### src/rtl/freq_edge_cmp_pkg.sv
package freq_edge_cmp_pkg;

  typedef enum logic {
    CMD_DOWN = 1'b0,
    CMD_UP   = 1'b1
  } cmd_e;

  localparam int unsigned N_LANES  = 2;
  localparam int unsigned LANE_UNK = 0;
  localparam int unsigned LANE_SYN = 1;

endpackage

### src/rtl/fec_rst_sync.sv
module fec_rst_sync (
  input  logic clk,
  input  logic rst_n,
  output logic arst_n_o
);
  logic [1:0] q;

  always_ff @(posedge clk or negedge rst_n) begin
    if (!rst_n) q <= 2'b00;
    else        q <= {q[0], 1'b1};
  end

  assign arst_n_o = q[1];
endmodule

### src/rtl/fec_edge_sync.sv
module fec_edge_sync #(
  parameter int unsigned STAGES = 2
) (
  input  logic clk,
  input  logic arst_n,
  input  logic din,
  output logic rise
);
  logic [STAGES:0] pipe_q;
  logic [STAGES:0] pipe_d;

  always_comb begin
    pipe_d = {pipe_q[STAGES-1:0], din};
  end

  always_ff @(posedge clk or negedge arst_n) begin
    if (!arst_n) pipe_q <= '0;
    else         pipe_q <= pipe_d;
  end

  // rise is a 0-to-1 change seen after STAGES synchroniser flops
  assign rise = pipe_q[STAGES-1] & ~pipe_q[STAGES];
endmodule

### src/rtl/fec_edge_count.sv
module fec_edge_count #(
  parameter int unsigned TARGET = 2,
  localparam int unsigned CW    = $clog2(TARGET + 1)
) (
  input  logic          clk,
  input  logic          arst_n,
  input  logic          clr,
  input  logic          self_rise,
  input  logic          other_rise,
  output logic          hit,
  output logic [CW-1:0] cnt
);
  localparam logic [CW-1:0] TOP  = CW'(TARGET);
  localparam logic [CW-1:0] LAST = CW'(TARGET - 1);
  localparam logic [CW-1:0] ONE  = CW'(1);

  logic [CW-1:0] cnt_q;
  logic [CW-1:0] cnt_d;
  logic          cnt_en;

  // other input's edge restarts the count; own edge in that cycle counts as first
  always_comb begin
    cnt_en = 1'b0;
    cnt_d  = cnt_q;
    if (clr) begin
      cnt_en = 1'b1;
      cnt_d  = '0;
    end else if (other_rise) begin
      cnt_en = 1'b1;
      cnt_d  = self_rise ? ONE : '0;
    end else if (self_rise && (cnt_q != TOP)) begin
      cnt_en = 1'b1;
      cnt_d  = cnt_q + ONE;
    end
  end

  always_ff @(posedge clk or negedge arst_n) begin
    if (!arst_n)     cnt_q <= '0;
    else if (cnt_en) cnt_q <= cnt_d;
  end

  assign hit = self_rise && !other_rise && (cnt_q == LAST) && !clr;
  assign cnt = cnt_q;
endmodule

### src/rtl/fec_decide.sv
module fec_decide
  import freq_edge_cmp_pkg::*;
(
  input  logic clk,
  input  logic arst_n,
  input  logic clr,
  input  logic hit_up,
  input  logic hit_dn,
  output logic cmd_up,
  output logic decided,
  output logic dec_stb
);
  cmd_e cmd_q, cmd_d;
  logic dec_q, dec_d;
  logic stb_q, stb_d;
  logic single;

  assign single = hit_up ^ hit_dn;

  always_comb begin
    cmd_d = cmd_q;
    dec_d = dec_q;
    stb_d = 1'b0;
    if (clr) begin
      cmd_d = CMD_DOWN;
      dec_d = 1'b0;
    end else begin
      if (hit_up && !hit_dn) cmd_d = CMD_UP;
      if (hit_dn && !hit_up) cmd_d = CMD_DOWN;
      if (single) begin
        dec_d = 1'b1;
        stb_d = 1'b1;
      end
    end
  end

  always_ff @(posedge clk or negedge arst_n) begin
    if (!arst_n) begin
      cmd_q <= CMD_DOWN;
      dec_q <= 1'b0;
      stb_q <= 1'b0;
    end else begin
      cmd_q <= cmd_d;
      dec_q <= dec_d;
      stb_q <= stb_d;
    end
  end

  assign cmd_up  = (cmd_q == CMD_UP);
  assign decided = dec_q;
  assign dec_stb = stb_q;
endmodule

### src/rtl/freq_edge_cmp.sv
module freq_edge_cmp
  import freq_edge_cmp_pkg::*;
#(
  parameter int unsigned SYNC_STAGES = 2,
  parameter int unsigned EDGE_TARGET = 2,
  localparam int unsigned CW         = $clog2(EDGE_TARGET + 1)
) (
  input  logic clk,
  input  logic rst_n,
  input  logic srst,
  input  logic sig_unk,
  input  logic sig_syn,
  output logic cmd_up,
  output logic decided,
  output logic dec_stb
);
  logic                arst_n;
  logic [N_LANES-1:0]  raw;
  logic [N_LANES-1:0]  rise;
  logic [N_LANES-1:0]  hit;
  logic [CW-1:0]       cnt [N_LANES];

  assign raw[LANE_UNK] = sig_unk;
  assign raw[LANE_SYN] = sig_syn;

  fec_rst_sync u_rst (
    .clk      (clk),
    .rst_n    (rst_n),
    .arst_n_o (arst_n)
  );

  for (genvar i = 0; i < N_LANES; i++) begin : g_lane
    fec_edge_sync #(.STAGES(SYNC_STAGES)) u_sync (
      .clk    (clk),
      .arst_n (arst_n),
      .din    (raw[i]),
      .rise   (rise[i])
    );
    fec_edge_count #(.TARGET(EDGE_TARGET)) u_cnt (
      .clk        (clk),
      .arst_n     (arst_n),
      .clr        (srst),
      .self_rise  (rise[i]),
      .other_rise (rise[N_LANES-1-i]),
      .hit        (hit[i]),
      .cnt        (cnt[i])
    );
  end

  fec_decide u_dec (
    .clk     (clk),
    .arst_n  (arst_n),
    .clr     (srst),
    .hit_up  (hit[LANE_UNK]),
    .hit_dn  (hit[LANE_SYN]),
    .cmd_up  (cmd_up),
    .decided (decided),
    .dec_stb (dec_stb)
  );
endmodule

### config.mk
export PLATFORM = sky130hd
export DESIGN_NAME = freq_edge_cmp
export DESIGN_NICKNAME = d
export VERILOG_FILES = /design/src/rtl/freq_edge_cmp_pkg.sv /design/src/rtl/fec_rst_sync.sv /design/src/rtl/fec_edge_sync.sv /design/src/rtl/fec_edge_count.sv /design/src/rtl/fec_decide.sv /design/src/rtl/freq_edge_cmp.sv
export SDC_FILE = /design/constraint.sdc
export NUM_CORES = 1
export LEC_CHECK = 0
export ABC_CLOCK_PERIOD_IN_PS = 800
export BUFFER_PORTS_ARGS = -buffer_cell sky130_fd_sc_hd__buf_2
export CAP_MARGIN = 20
export CORE_MARGIN = 3
export CORE_UTILIZATION = 46
export CTS_CLUSTER_DIAMETER = 100
export DETAILED_ROUTE_END_ITERATION = 12
export GPL_TIMING_DRIVEN = 0
export PLACE_DENSITY = 0.66
export SLEW_MARGIN = 20
export SYNTH_ARGS = -nofsm -noshare
export SYNTH_HDL_FRONTEND = slang
export SYNTH_SLANG_ARGS = --single-unit
### constraint.sdc
create_clock -name clk -period 0.8 [get_ports clk]
set_input_delay 0.08 -clock clk [delete_from_list [all_inputs] [get_ports clk]]
set_output_delay 0.08 -clock clk [all_outputs]
set_load 0.02 [all_outputs]
==> results of run 1 <==
==> flip-flops by register name (all words and copies together), names as in the netlist <==
register	cells
u_dec.cmd_up	1
g_lane.u_cnt.cnt	4
g_lane.u_sync.pipe_q	6
u_rst.q	2
u_dec.decided	1
u_dec.dec_stb	1
==> power groups by stage <==
stage                     Sequential [mW]  Clock, mW  Combinational, mW
after CTS                           0.824      0.431              0.166
after detailed placement            0.839          0              0.101
after floorplan                     0.834          0             0.0667
after global placement              0.837          0             0.0994
after global routing                0.830      0.467              0.206
final                               0.824      0.423              0.183
==> layout make-up <==
type,instances,area (um2),share of cell area [%]
sequential,15,375,40.7
inverter,6,22.5,2.44
clock buffer,4,26.3,2.85
timing repair buffer,16,133,14.4
multi-input combinational,34,348,37.7
tap,14,17.5,1.90
==> kinds of logic after synthesis <==
family                   share of synthesized area, %
AND/OR/NAND/NOR                                  14.5
adder cells (fa/ha/maj)                          11.8
buffers and inverters                            3.53
other                                           0.588
AO/OA/AOI/OAI                                    10.8
flip-flops                                       58.8
==> how the worst min path moves through the flow <==
stage | to | slack, ns | cells after the start
4_1_cts | u_dec.decided | 0.06 | 2
5_1_grt | u_dec.decided | 0.09 | 2
2_1_floorplan | u_rst.q[0] | -0.22 | 0
6_report | u_dec.decided | 0.09 | 2
3_3_place_gp | u_rst.q[0] | -0.13 | 1
3_5_place_dp | u_rst.q[1] | -0.13 | 1
==> layout by cell type, fill, tap and decap left out, drive strengths merged, types with 2 or more instances in the layout <==
cell type	Yosys	final
dfrtp	15	15
buf	0	13
ha	6	6
inv	6	6
nor2	6	6
o21ai	4	4
clkbuf	0	4
dlygate4sd3	0	3
a21oi	3	3
and3	2	2
nand3	2	2
o211ai	2	2
nand2b	2	2
==> layer usage <==
layer  track usage, %  vias up  share of wire [%]
met2             28.3        8                 51
li1                 -      222                  -
met4             3.61        0                  0
met1             19.7      217                 46
met3             4.66        0                2.9
met5                0        -                  0
==> per-stage QoR <==
step	setup WS [ns]	total power [mW]	hold WS, ns	TNS [ns]	utilization [%]
detailed placement	-0.588	0.941	-0.133	-2.93	59.0
finish	-0.501	1.43	0.0935	-3.04	76.8
global placement	-0.574	0.937	-0.133	-2.83	59.0
floorplan	-0.468	0.901	-0.216	-2.36	-
global route	-0.568	1.50	0.0939	-3.64	76.8
CTS	-0.506	1.42	0.0569	-3.02	74.5
==> what timing repair did <==
action,CTS,global route
buffers inserted,5,1
hold endpoints to repair,4,0
setup endpoints to repair,10,10
pin swaps,7,5
hold buffers,3,0
gates resized for setup,21,5
==> flow_metrics.env, run 1 <==
export IMPL_max_stage_delay_ns=0.38
export IMPL_crit_arrival_ns=1.49
export IMPL_internal_power_mw=1.08
export IMPL_cts_buffers=3
export IMPL_synth_avg_cell_area_um2=11.6
export IMPL_finalWirelength_um=1210
export IMPL_areaGrowthSynthToFinish_pct=44.5
export IMPL_drt_first_pass_iters=4
export IMPL_cp_endpoint="u_dec.cmd_up"
export IMPL_max_cap_viol_count=0
export IMPL_max_freq_mhz=769
export IMPL_failed_checks="setup timing"
export IMPL_combPwrFrac_pct=12.8
export IMPL_seq_power_share_pct=57.6
export IMPL_fp_coreArea_um2=1200
export IMPL_place_area_um2=708
export IMPL_instances_no_fill=89
export IMPL_setup_viol=10
export IMPL_grt_overflow=0
export IMPL_hp_class="primary input to flip-flop"
export IMPL_nets=87
export IMPL_cts_htree_levels=1
export IMPL_hold_viol=0
export IMPL_synthesis_area_um2=638
export IMPL_cts_tree="yes"
export IMPL_min_from="srst"
export IMPL_path_clk_slew_ns=0.09
export IMPL_ir_drop_mv=1.62
export IMPL_r2r_start="g_lane[1].u_sync.pipe_q[1]"
export IMPL_ys_types=19
export IMPL_detail_route_wl_per_cell_um=13.6
export IMPL_vias=447
export IMPL_crit_type="flip-flop to flip-flop"
export IMPL_rows=12
export IMPL_clockBufferDepth=2
export IMPL_antennaDiodeCount=0
export IMPL_tightest_slew_ns=0.522
export IMPL_critPathMaxFanout=5
export IMPL_syn_num_nets=66
export IMPL_n_fill_cell=88
export IMPL_leakage_nw=0.405
export IMPL_synth_seq_cells=15
export IMPL_synthArstFlopShare_pct=100
export IMPL_slowest_stage="dfrtp_1"
export IMPL_cp_top_family="simple AND/OR/NAND/NOR gates"
export IMPL_r2r_slack_ns=-0.50
export IMPL_synthFlopType="dfrtp_1"
export IMPL_antenna_found_initial=0
export IMPL_postSynthCellCount=55
export IMPL_clock_sinks=15
export IMPL_yosysTopAreaCellShare_pct=58.8
export IMPL_endpoint_kind="flip-flop"
export IMPL_ys_seq_area_share_pct=58.8
export IMPL_sw_frac_of_total_pct=24.5
export IMPL_p_per_area_nw_per_um2=1550
export IMPL_final_cell_area_um2=922
export IMPL_remaining_drc_errors=0
export IMPL_track_usage_pct=16.3
export IMPL_grt_max_degree=14
export IMPL_start_util_pct=53.1
export IMPL_io_buffers=7
export IMPL_synthTopCellsByCount="dfrtp_1 (15), ha_1 (6), inv_1 (6), nor2_1 (6), o21ai_0 (4)"
export IMPL_drt_first_iter_violations=4
export IMPL_fin_skew_ns=0.000722
export IMPL_insertion_delay_ns=0.27
export IMPL_gp_congestion=0.675
export IMPL_dp_hpwl_um=711
export IMPL_worstReg2RegEnd="u_dec.cmd_up"
export IMPL_finalCritPeriodShare_pct=163
export IMPL_root_buffer="clkbuf_4"
export IMPL_finalCriticalPeriod_ns=1.30
export IMPL_relSlewSlack_pct=65.2
export IMPL_reg2regPathDepth=6
export IMPL_drv_slew=0
export IMPL_dp_cells=76
export IMPL_synth_edf_count=0
export IMPL_synthTopCellsByArea="dfrtp_1 (59%), ha_1 (12%), inv_1 (3.5%)"
export IMPL_drive_gt1_share_pct=46.7
export IMPL_avgViaCountPerCell=5.02
export IMPL_start_kind="flip-flop"
export IMPL_p_clk_share_pct=29.6
export IMPL_rsz0062_at_grt="yes"
export IMPL_path_buf_inv=0
export IMPL_crit_required_ns=0.99
export IMPL_synth_top_cell_by_area="dfrtp_1"
export IMPL_design_die_area_um2=1870
export IMPL_postLayoutSetupSlackWorst_ns=-0.501
export IMPL_die_w_um=43.2
export IMPL_ant_nets=0
export IMPL_grt_pass1_vias=513
export IMPL_cp_depth=6
export IMPL_ios=8
export IMPL_grt_first_pass_wirelength_um=2260
export IMPL_crit_start="g_lane[1].u_sync.pipe_q[1]"
export IMPL_cp_cell_sequence="and2b_2 -> nor2_4 -> and3_4 -> ha_4 -> nor2_2 -> nor3_1"
export IMPL_synth_most_common_cell="dfrtp_1"
export IMPL_p_sw_mw=0.350
export IMPL_synth_warnings=0
export IMPL_status="finished, violations left"
export IMPL_dieHeight_um=43.2
Power figures use the tool's default switching activity.
==> run 2: changes to the inputs <==
Settings changed: ABC_CLOCK_PERIOD_IN_PS 800 to 1400.
Clock period 0.8 ns to 1.4 ns, I/O delays scaled along.
==> run 2 against run 1 <==
  * The run now ends clean
  * Die area stayed put
  * Critical path type unchanged
  * Maximum frequency is 3.8% lower
  * Cell count is 3.4% lower
==> flow_metrics.env, run 2 (synthesis results as in run 1) <==
export IMPL_status="finished clean"
export IMPL_root_buffer="clkbuf_4"
export IMPL_ir_drop_mv=0.694
export IMPL_io_buffers=7
export IMPL_critPathMaxFanout=5
export IMPL_crit_type="flip-flop to flip-flop"
export IMPL_drt_first_iter_violations=5
export IMPL_p_per_area_nw_per_um2=983
export IMPL_grt_pass1_vias=440
export IMPL_leakage_nw=0.389
export IMPL_areaGrowthSynthToFinish_pct=24.9
export IMPL_endpoint_kind="flip-flop"
export IMPL_nets=84
export IMPL_detail_route_wl_per_cell_um=12.5
export IMPL_hold_viol=0
export IMPL_insertion_delay_ns=0.28
export IMPL_seq_power_share_pct=59.9
export IMPL_cts_buffers=3
export IMPL_cts_htree_levels=1
export IMPL_combPwrFrac_pct=9.6
export IMPL_finalWirelength_um=1070
export IMPL_gp_congestion=0.681
export IMPL_fin_skew_ns=0.00654
export IMPL_sw_frac_of_total_pct=24.0
export IMPL_start_util_pct=53.1
export IMPL_crit_arrival_ns=1.57
export IMPL_grt_first_pass_wirelength_um=1800
export IMPL_largest_reg_flops=6
export IMPL_dr_wl_met2_um=549
export IMPL_ios=8
export IMPL_final_util_pct=66.4
export IMPL_wl_met1_um=471
export IMPL_track_usage_pct=13.5
export IMPL_fp_coreArea_um2=1200
export IMPL_wl_met3_um=54
export IMPL_remaining_drc_errors=0
export IMPL_clock_sinks=15
export IMPL_avgViaCountPerCell=5.09
export IMPL_highest_layer="met3"
export IMPL_finalCriticalPeriod_ns=1.35
export IMPL_rsz0062_at_grt="yes"
export IMPL_path_clk_slew_ns=0.09
export IMPL_rows=12
export IMPL_die_w_um=43.2
export IMPL_max_freq_mhz=739
export IMPL_setup_tns_ns=0
export IMPL_relSlewSlack_pct=66.5
export IMPL_antenna_found_initial=0
export IMPL_drive_gt1_share_pct=31.9
export IMPL_crit_required_ns=1.61
export IMPL_tightest_slew_ns=0.503
export IMPL_p_clk_share_pct=30.5
export IMPL_start_kind="flip-flop"
export IMPL_dp_hpwl_um=740
export IMPL_final_common_cell="dfrtp_1"
export IMPL_drt_first_pass_iters=2
export IMPL_cts_tree="yes"
export IMPL_layout_common_cells="dfrtp_1 (15), buf_2 (7), inv_1 (6), ha_1 (6)"
export IMPL_clockBufferDepth=2
export IMPL_vias=438
export IMPL_finalCritPeriodShare_pct=96.6
export IMPL_regMostFlops="g_lane.u_sync.pipe_q"
export IMPL_max_cap_viol_count=0
export IMPL_p_sw_mw=0.188
export IMPL_grt_max_degree=14
export IMPL_dieHeight_um=43.2
export IMPL_ant_nets=0
export IMPL_antennaDiodeCount=0
export IMPL_internal_power_mw=0.596
export IMPL_drv_slew=0
export IMPL_design_die_area_um2=1870
export IMPL_setup_viol=0
export IMPL_hp_class="primary input to flip-flop"
export IMPL_grt_overflow=0
run 2: final cells by class:
cell class,instances,area (um2)
tap,14,17.5
sequential,15,375
timing repair buffer,13,87.6
clock buffer,3,22.5
fill,105,404
clock inverter,1,5.00
multi-input combinational,34,267
inverter,6,22.5
run 2: final timing paths:
check | start | endpoint | slack [ns] | depth (start not counted)
max | g_lane[1].u_sync.pipe_q[1] | u_dec.decided | 0.05 | 5
min | srst | u_dec.decided | 0.15 | 2
max reg2reg | g_lane[1].u_sync.pipe_q[1] | u_dec.decided | 0.05 | 5
min reg2reg | u_rst.q[1] | g_lane[0].u_sync.pipe_q[0] | 0.20 | 0
max in group asynchronous | u_rst.q[1] | g_lane[1].u_cnt.cnt[1] | 0.86 | 0
min in group asynchronous | rst_n | u_rst.q[0] | 0.16 | 2
run 2: metrics by stage:
stage               setup WS (ns)  hold WS [ns]  instance area, um2  total power, mW  cells
finish                     0.0474         0.148                 797            0.784     86
global route              -0.0336         0.145                 797            0.831     86
CTS                        0.0182         0.107                 766            0.789     84
detailed placement         -0.118       -0.0717                 691            0.534     76
global placement          -0.0970       -0.0739                 691            0.531     76
floorplan                  0.0978        -0.156                 638            0.512     55
run 2: layer usage:
metal | vias up | global-route usage [%]
li1 | 217 | -
met5 | - | 0
met4 | 0 | 9.04
met3 | 0 | 4.66
met1 | 213 | 15.8
met2 | 8 | 20.6
run 2: repair_timing:
| action | CTS | global route |
|---|---|---|
| hold buffers | 3 | 0 |
| endpoints found under the setup margin | 3 | 3 |
| endpoints found under the hold margin | 4 | 0 |
| pin swaps | 0 | 2 |
| resized for setup | 3 | 4 |
| buffers inserted | 1 | 2 |
run 2: power groups by stage:
| stage | logic, mW | clock network (mW) | registers [mW] |
|---|---|---|---|
| floorplan | 0.0357 | 0 | 0.476 |
| global placement | 0.0535 | 0 | 0.478 |
| detailed placement | 0.0552 | 0 | 0.479 |
| CTS | 0.0678 | 0.251 | 0.470 |
| global route | 0.0855 | 0.272 | 0.473 |
| finish | 0.0753 | 0.239 | 0.470 |
run 2: worst max-delay path, cell delays in order, from the launching register on:
cell and delay [ns]:
dfrtp_1 0.39, and2b_2 0.24, nor2_4 0.11, nand3_1 0.08
ha_1 0.34, a21oi_2 0.13
==> run 3: changes to the inputs <==
Settings changed: PLACE_DENSITY 0.66 to 0.75.
==> run 3 against run 2 <==
  * Cell count up 2.3%
  * Largest cell class unchanged
  * Largest power group unchanged
  * Global-route usage grew 1.4 points
  * Critical endpoint unchanged
  * Hold slack lost 0.0046 ns
==> flow_metrics.env, run 3 (synthesis results as in run 1) <==
export IMPL_tightest_slew_ns=0.507
export IMPL_internal_power_mw=0.605
export IMPL_antenna_found_initial=0
export IMPL_finalWirelength_um=1270
export IMPL_status="finished clean"
export IMPL_max_stage_delay_ns=0.41
export IMPL_io_buffers=7
export IMPL_r2r_slack_ns=0.05
export IMPL_nets=86
export IMPL_seq_power_share_pct=58.9
export IMPL_remaining_drc_errors=0
export IMPL_crit_type="flip-flop to flip-flop"
export IMPL_areaGrowthSynthToFinish_pct=28.6
export IMPL_design_die_area_um2=1870
export IMPL_drt_first_iter_violations=9
export IMPL_leakage_nw=0.395
export IMPL_grt_overflow=0
export IMPL_cts_tree="yes"
export IMPL_combPwrFrac_pct=10.6
export IMPL_path_clk_slew_ns=0.08
export IMPL_antennaDiodeCount=0
export IMPL_vias=477
export IMPL_dp_hpwl_um=766
export IMPL_pre_cts_ws_ns=-0.112
export IMPL_worstReg2RegEnd="u_dec.decided"
export IMPL_grt_max_degree=14
export IMPL_r2r_start="g_lane[0].u_sync.pipe_q[1]"
export IMPL_setup_viol=0
export IMPL_crit_required_ns=1.61
export IMPL_cp_cell_sequence="nor2b_4 -> nor2_1 -> and3_1 -> ha_4 -> a21oi_2"
export IMPL_min_from="srst"
export IMPL_clock_sinks=15
export IMPL_finalCritPeriodShare_pct=96.5
export IMPL_critPathMaxFanout=4
export IMPL_endpoint_kind="flip-flop"
export IMPL_hp_class="primary input to flip-flop"
export IMPL_fp_coreArea_um2=1200
export IMPL_final_common_cell="dfrtp_1"
export IMPL_rows=12
export IMPL_postLayoutSetupSlackWorst_ns=0.0492
export IMPL_die_w_um=43.2
export IMPL_ios=8
export IMPL_min_path_cells=2
export IMPL_dieHeight_um=43.2
export IMPL_ant_nets=0
export IMPL_slowest_stage="dfrtp_1"
export IMPL_root_buffer="clkbuf_4"
export IMPL_reg2regPathDepth=5
export IMPL_path_buf_inv=0
export IMPL_drv_slew=0
export IMPL_max_freq_mhz=740
export IMPL_p_clk_share_pct=30.6
export IMPL_avgViaCountPerCell=5.42
export IMPL_grt_first_pass_wirelength_um=1950
export IMPL_crit_arrival_ns=1.56
export IMPL_track_usage_pct=15.0
export IMPL_cp_top_family="simple AND/OR/NAND/NOR gates"
export IMPL_drt_first_pass_iters=4
export IMPL_n_fill_cell=89
export IMPL_largest_reg_flops=6
export IMPL_p_sw_mw=0.192
export IMPL_setup_tns_ns=0
export IMPL_clockBufferDepth=2
export IMPL_start_util_pct=53.1
export IMPL_layout_common_cells="dfrtp_1 (15), buf_2 (7), inv_1 (6)"
export IMPL_start_kind="flip-flop"
export IMPL_hold_path_end="u_dec.decided"
export IMPL_drive_gt1_share_pct=32.4
export IMPL_relSlewSlack_pct=66.2
export IMPL_cts_htree_levels=1
export IMPL_hold_viol=0
export IMPL_ir_drop_mv=0.897
export IMPL_gp_congestion=0.707
export IMPL_finalCriticalPeriod_ns=1.35
export IMPL_max_cap_viol_count=0
export IMPL_cts_buffers=3
export IMPL_fin_skew_ns=0.00783
export IMPL_grt_pass1_vias=466
export IMPL_detail_route_wl_per_cell_um=14.4
export IMPL_sw_frac_of_total_pct=24.1
export IMPL_p_per_area_nw_per_um2=972
export IMPL_regMostFlops="g_lane.u_sync.pipe_q"
export IMPL_insertion_delay_ns=0.28
run 3: cell types whose count changed in the layout (fill, tap and decap cells not counted):
cell / before / now
buf_4: 3 / 5
clkbuf_1: 0 / 1
clkinv_2: 1 / 0
ha_1: 6 / 5
ha_4: 0 / 1
nand3_1: 2 / 1
nand3_2: 0 / 1
nor2_1: 4 / 5
nor2_2: 1 / 0
nor3_1: 0 / 1
nor3_2: 1 / 0
run 3: per-layer routing:
layer  global-route usage (%)  part of all wire [%]  vias up
li1                         -                     -      224
met1                     15.3                    41      235
met4                     10.8                   2.8        0
met2                     25.7                    51       14
met3                     3.81                   4.6        4
met5                        0                     0        -
run 3: final cells by class:
cell class	count	area (um2)	share of cell area (%)
Inverter	6	22.5	2.74
Clock buffer	4	26.3	3.20
Sequential cell	15	375	45.7
Timing Repair Buffer	15	103	12.5
Tap cell	14	17.5	2.13
Multi-Input combinational cell	34	277	33.7
run 3: power by group through the flow:
stage               clock, mW  sequential, mW  combinational [mW]
global route            0.267           0.473              0.0941
finish                  0.244           0.470              0.0842
CTS                     0.251           0.470              0.0676
floorplan                   0           0.476              0.0357
global placement            0           0.477              0.0525
detailed placement          0           0.479              0.0555
run 3: worst reg2reg max path, cell delays in order (launching register included):
cell	delay, ns
dfrtp_1	0.41
nor2b_4	0.15
nor2_1	0.15
and3_1	0.22
ha_4	0.22
a21oi_2	0.14
run 3: worst max path at each step:
stage	startpoint	to	slack (ns)	depth (start not counted)
finish	g_lane[0].u_sync.pipe_q[1]	u_dec.decided	0.05	5
floorplan	g_lane[1].u_sync.pipe_q[1]	u_dec.decided	0.1	5
CTS	g_lane[0].u_sync.pipe_q[2]	u_dec.decided	0.02	5
detailed placement	g_lane[0].u_sync.pipe_q[1]	u_dec.decided	-0.11	5
global route	g_lane[0].u_sync.pipe_q[1]	u_dec.decided	-0.03	5
global placement	g_lane[0].u_sync.pipe_q[1]	u_dec.decided	-0.06	5
run 3: metrics by stage:
step	cell area [um2]	std cells	total power, mW	utilization (%)	hold slack, ns
floorplan	638	55	0.512	-	-0.156
global placement	691	76	0.530	57.5	-0.0735
global route	821	88	0.834	68.3	0.143
detailed placement	691	76	0.535	57.5	-0.0705
finish	821	88	0.798	68.3	0.143
CTS	764	84	0.789	63.6	0.104
run 3: timing repair:
action | CTS | global route
endpoints found under the hold margin | 4 | 0
pin swaps | 0 | 3
hold buffers | 3 | 0
setup endpoints to repair | 3 | 2
setup buffers | 1 | 4
gates resized for setup | 3 | 4
gates cloned | 0 | 0
